===== src/rtl/belt_reminder_pkg.sv =====
package belt_reminder_pkg;

  typedef enum logic [1:0] {
    ST_IDLE  = 2'd0,
    ST_ARMED = 2'd1,
    ST_SOUND = 2'd2
  } ctlState_t;

  // control -> timer strobes
  typedef struct packed {
    logic restart;
  } timerCmd_t;

  // timer -> control end events
  typedef struct packed {
    logic shortDone;
    logic longDone;
  } timerSts_t;

endpackage


===== src/rtl/belt_reminder_timer.sv =====
module belt_reminder_timer
  import belt_reminder_pkg::*;
#(
  parameter int SHORT_SEC = 5,
  parameter int LONG_SEC  = 10
) (
  input  logic      clk,
  input  logic      rstN,
  input  logic      secTick,
  input  timerCmd_t cmd,
  output timerSts_t sts
);

  localparam int CNT_W = $clog2(LONG_SEC + 1);
  localparam logic [CNT_W-1:0] SHORT_PRE = CNT_W'(SHORT_SEC - 1);
  localparam logic [CNT_W-1:0] LONG_PRE  = CNT_W'(LONG_SEC - 1);
  localparam logic [CNT_W-1:0] LONG_CAP  = CNT_W'(LONG_SEC);

  logic [CNT_W-1:0] secCount;
  logic             advance;

  // restart dominates; count saturates at the long threshold
  assign advance = secTick && !cmd.restart && (secCount != LONG_CAP);

  always_ff @(posedge clk) begin
    if (!rstN) begin
      secCount      <= '0;
      sts.shortDone <= 1'b0;
      sts.longDone  <= 1'b0;
    end else begin
      if (cmd.restart)  secCount <= '0;
      else if (advance) secCount <= secCount + 1'b1;
      sts.shortDone <= advance && (secCount == SHORT_PRE);
      sts.longDone  <= advance && (secCount == LONG_PRE);
    end
  end

endmodule


===== src/rtl/belt_reminder_fsm.sv =====
module belt_reminder_fsm
  import belt_reminder_pkg::*;
(
  input  logic      clk,
  input  logic      rstN,
  input  logic      keyOnEvt,
  input  logic      keyOffEvt,
  input  logic      beltFastenEvt,
  input  timerSts_t sts,
  output timerCmd_t cmd,
  output logic      alarmActive,
  output logic      alarmOnPulse,
  output logic      alarmOffPulse
);

  ctlState_t state, stateNext;
  logic      leaveEvt;

  assign leaveEvt = keyOffEvt || beltFastenEvt;

  always_comb begin
    stateNext     = state;
    cmd.restart   = 1'b0;
    alarmOnPulse  = 1'b0;
    alarmOffPulse = 1'b0;
    unique case (state)
      ST_IDLE: begin
        if (keyOnEvt) begin
          stateNext   = ST_ARMED;
          cmd.restart = 1'b1;
        end
      end
      ST_ARMED: begin
        if (leaveEvt) begin
          stateNext = ST_IDLE;
        end else if (sts.shortDone) begin
          stateNext    = ST_SOUND;
          alarmOnPulse = 1'b1;
        end
      end
      ST_SOUND: begin
        if (leaveEvt || sts.longDone) begin
          stateNext     = ST_IDLE;
          alarmOffPulse = 1'b1;
        end
      end
      default: stateNext = ST_IDLE;
    endcase
  end

  always_ff @(posedge clk) begin
    if (!rstN) state <= ST_IDLE;
    else       state <= stateNext;
  end

  assign alarmActive = (state == ST_SOUND);

endmodule


===== src/rtl/belt_reminder.sv =====
module belt_reminder
  import belt_reminder_pkg::*;
#(
  parameter int SHORT_SEC = 5,
  parameter int LONG_SEC  = 10
) (
  input  logic clk,
  input  logic rstN,
  input  logic keyOnEvt,
  input  logic keyOffEvt,
  input  logic beltFastenEvt,
  input  logic secTick,
  output logic alarmActive,
  output logic timerStart,
  output logic alarmOnPulse,
  output logic alarmOffPulse
);

  timerCmd_t cmd;
  timerSts_t sts;

  belt_reminder_fsm u_fsm (
    .clk          (clk),
    .rstN         (rstN),
    .keyOnEvt     (keyOnEvt),
    .keyOffEvt    (keyOffEvt),
    .beltFastenEvt(beltFastenEvt),
    .sts          (sts),
    .cmd          (cmd),
    .alarmActive  (alarmActive),
    .alarmOnPulse (alarmOnPulse),
    .alarmOffPulse(alarmOffPulse)
  );

  belt_reminder_timer #(
    .SHORT_SEC(SHORT_SEC),
    .LONG_SEC (LONG_SEC)
  ) u_timer (
    .clk    (clk),
    .rstN   (rstN),
    .secTick(secTick),
    .cmd    (cmd),
    .sts    (sts)
  );

  assign timerStart = cmd.restart;

endmodule


===== config.mk =====
export PLATFORM = sky130hd
export DESIGN_NAME = belt_reminder
export DESIGN_NICKNAME = d
export VERILOG_FILES = /design/src/rtl/belt_reminder_pkg.sv /design/src/rtl/belt_reminder_timer.sv /design/src/rtl/belt_reminder_fsm.sv /design/src/rtl/belt_reminder.sv
export SDC_FILE = /design/constraint.sdc
export NUM_CORES = 1
export LEC_CHECK = 0
export BUFFER_PORTS_ARGS = -buffer_cell sky130_fd_sc_hd__buf_2
export CORE_AREA = 2 2 39 41
export CTS_CLUSTER_DIAMETER = 200
export DETAILED_ROUTE_END_ITERATION = 8
export DIE_AREA = 0 0 41 43
export PLACE_DENSITY_LB_ADDON = 0.15
export SETUP_SLACK_MARGIN = 0.15
export SYNTH_ARGS = -nofsm -noshare
export SYNTH_HDL_FRONTEND = slang
export SYNTH_SLANG_ARGS = --single-unit

===== constraint.sdc =====
create_clock -name clk -period 1.25 [get_ports clk]
set_input_delay 0.25 -clock clk [delete_from_list [all_inputs] [get_ports clk]]
set_output_delay 0.25 -clock clk [all_outputs]
set_load 0.02 [all_outputs]

==> impl_metrics.env <==
export IMPL_place_gp_congestion=0.684
export IMPL_synth_top_cell_area_share_pct=36.2
export IMPL_drive_above_1_share_pct=48.5
export IMPL_topRoutingLayerUsed="met4"
export IMPL_min_path_type="input port to flip-flop"
export IMPL_yosysTopAreaCell="dfxtp_1"
export IMPL_cp_required_ns=1.00
export IMPL_ys_ff_latch=8
export IMPL_place_inst=74
export IMPL_wl_met1_microns=397
export IMPL_worst_slack_ns=-0.0613
export IMPL_crit_type="flip-flop to output port"
export IMPL_violations="setup timing"
export IMPL_seq_area_sq_um=170
export IMPL_final_area_sq_um=639
export IMPL_p_per_area_mw_per_mm2=847
export IMPL_clk_pin_slew_ns=0.06
export IMPL_seqPwrFrac_pct=49.3
export IMPL_netlist_instances=48
export IMPL_dr_wl_met2_microns=499
export IMPL_met3_length_microns=40
export IMPL_root_buffer="clkbuf_4"
export IMPL_ys_types=22
export IMPL_cp_arrival_ns=1.06
export IMPL_ioPinCount=10
export IMPL_stdcell_count=82
export IMPL_sw_frac_of_total_pct=24.9
export IMPL_tightest_slew_ns=0.411
export IMPL_fillers=136
export IMPL_cts_buffers=3
export IMPL_syn_num_nets=58
export IMPL_nets=78
export IMPL_syn_area_sq_um=443
export IMPL_drt_total_wl_microns=946
export IMPL_core_sq_mm=0.00138
export IMPL_ir_drop_mv=0.473
export IMPL_critPathCaptureType="output port"
export IMPL_grt_usage_pct=11.8
export IMPL_setup_tns_ns=-0.0856
export IMPL_fin_skew_ns=0.00579
export IMPL_rsz0062_at_grt="true"
export IMPL_ys_seq_area_share_pct=36.2
export IMPL_fmax_ghz=0.763
export IMPL_start_kind="flip-flop"
export IMPL_via_per_inst=4.89
export IMPL_routedWlPerCell_microns=11.5
export IMPL_dieArea_sq_mm=0.00176
export IMPL_diodes=0
export IMPL_cts_tree="yes"
export IMPL_grt_max_degree=8
export IMPL_synth_edf_count=0
export IMPL_layout_commonest_cell="buf_4"
export IMPL_multi_input_area_sq_um=307
export IMPL_p_comb_share_pct=14.6
export IMPL_synth_flop_cell="dfxtp_1"
export IMPL_clk_insertion_delay_late_ns=0.25
export IMPL_leakage_nw=0.259
export IMPL_slew_headroom_pct=72.4
export IMPL_die_h_microns=43
export IMPL_cp_max_fo=4
export IMPL_initial_utilization_pct=32.0
export IMPL_grt_pass1_wl_microns=1390
export IMPL_setup_viol=2
export IMPL_synthArstFlopShare_pct=0
export IMPL_hold_buffers=0
export IMPL_p_clk_share_pct=36.1
export IMPL_finalHoldViolCount=0
export IMPL_grt_pass1_vias=347
export IMPL_port_buffers=9
export IMPL_ant_nets=0
export IMPL_fp_dieW_microns=41
export IMPL_period_needed_ns=1.31
export IMPL_power_internal_mw=0.407
export IMPL_drv_cap=0
export IMPL_drt_iter0_markers=9
export IMPL_fin_crit_sh_pct=105
export IMPL_vias=401
export IMPL_netlist_top_cells_area="dfxtp_1, ha_1, nor4_2, nand2_1, a21oi_1"
export IMPL_grt_ovfl_total=0
export IMPL_hpwl_microns=607
export IMPL_h_tree_depth=1
export IMPL_clock_sinks=8
export IMPL_antenna_found_initial=0
export IMPL_syn2layout_area_growth_pct=44.4
export IMPL_power_switching_mw=0.135
export IMPL_yosysWarnings=0
export IMPL_syn_area_per_cell_sq_um=9.23
export IMPL_drc_errors=0
export IMPL_status="finished with violations"
export IMPL_firstDrtPassIters=4
export IMPL_slew_violations=0
export IMPL_layout_common_cells="buf_4, buf_2, nand2_1, dfxtp_1"
export IMPL_cts_max_path_buffers=2
export IMPL_place_area_sq_um=528
export IMPL_row_count=14
-- stage by stage --
| step | hold slack, ns | power (mW) | setup WS (ns) | utilization [%] |
|---|---|---|---|---|
| after floorplan | 0.321 | 0.310 | 0.163 | - |
| after global placement | 0.495 | 0.338 | 0.120 | 38.2 |
| after detailed placement | 0.495 | 0.337 | 0.133 | 38.2 |
| after CTS | 0.219 | 0.534 | -0.0594 | 42.2 |
| after global routing | 0.228 | 0.568 | -0.111 | 46.2 |
| final | 0.227 | 0.542 | -0.0613 | 46.2 |
-- sequential cells by signal, indices dropped and copies added, names as in the netlist --
name,count
u_fsm.state,2
u_timer.secCount,4
u_timer.sts,2
-- power by group through the flow --
stage                     Clock (mW)  Combinational, mW  Sequential, mW
final                          0.196             0.0791           0.267
after global placement             0             0.0642           0.274
after CTS                      0.200             0.0676           0.267
after floorplan                    0             0.0363           0.273
after global routing           0.215             0.0857           0.268
after detailed placement           0             0.0636           0.274
-- cell families (layout without fill, tap and decap cells) --
group	count (synthesis)	after routing	synth area share [%]
buffers and inverters	4	22	3.39
adders and majority gates	4	4	11.3
AOI/OAI and AO/OA	9	9	12.4
xor gates and xnor gates	1	1	1.98
DFF	8	8	36.2
and+or+nand+nor	22	22	34.7
-- cells in the mapped netlist (2+ instances only) --
cell type	n
nor4_2	2
nor3_1	3
o21ai_0	2
a21oi_1	3
ha_1	4
nand3_1	2
nand3b_1	2
inv_1	4
dfxtp_1	8
nor2_1	2
nand2_1	5
-- worst max-delay path: stages (launching register included) --
cell	delay, ns
dfxtp_4	0.36
nand3b_1	0.19
nor3_2	0.11
buf_4	0.15
-- per-layer routing --
metal  track usage (%)  vias up
met5                 0        -
met4              8.00        0
met3              3.14        2
met2              19.4        7
met1              12.0      184
li1                  -      208
-- final cells by class --
type,instances,area share [%]
multi-input combinational,36,47.9
timing repair buffer,15,16.4
inverter,4,2.35
clock buffer,3,3.52
tap,16,3.13
sequential,8,26.6
-- worst paths after layout --
check,start,to,slack (ns),cells after the start
max,u_fsm.state[1]$_SDFFE_PN0P_,alarmOnPulse,-0.06,3
min,beltFastenEvt,u_fsm.state[1]$_SDFFE_PN0P_,0.23,2
max reg2reg,u_fsm.state[1]$_SDFFE_PN0P_,u_fsm.state[0]$_SDFFE_PN0P_,0.13,3
min reg2reg,u_timer.sts[1]$_SDFF_PN0_,u_fsm.state[0]$_SDFFE_PN0P_,0.52,2
-- repair_timing --
| action | CTS | global route |
|---|---|---|
| pin swaps | 0 | 3 |
| setup buffers | 2 | 3 |
| gates resized for setup | 9 | 9 |
| setup endpoints to repair | 6 | 10 |
No activity file was read; power rests on OpenSTA's default activity.
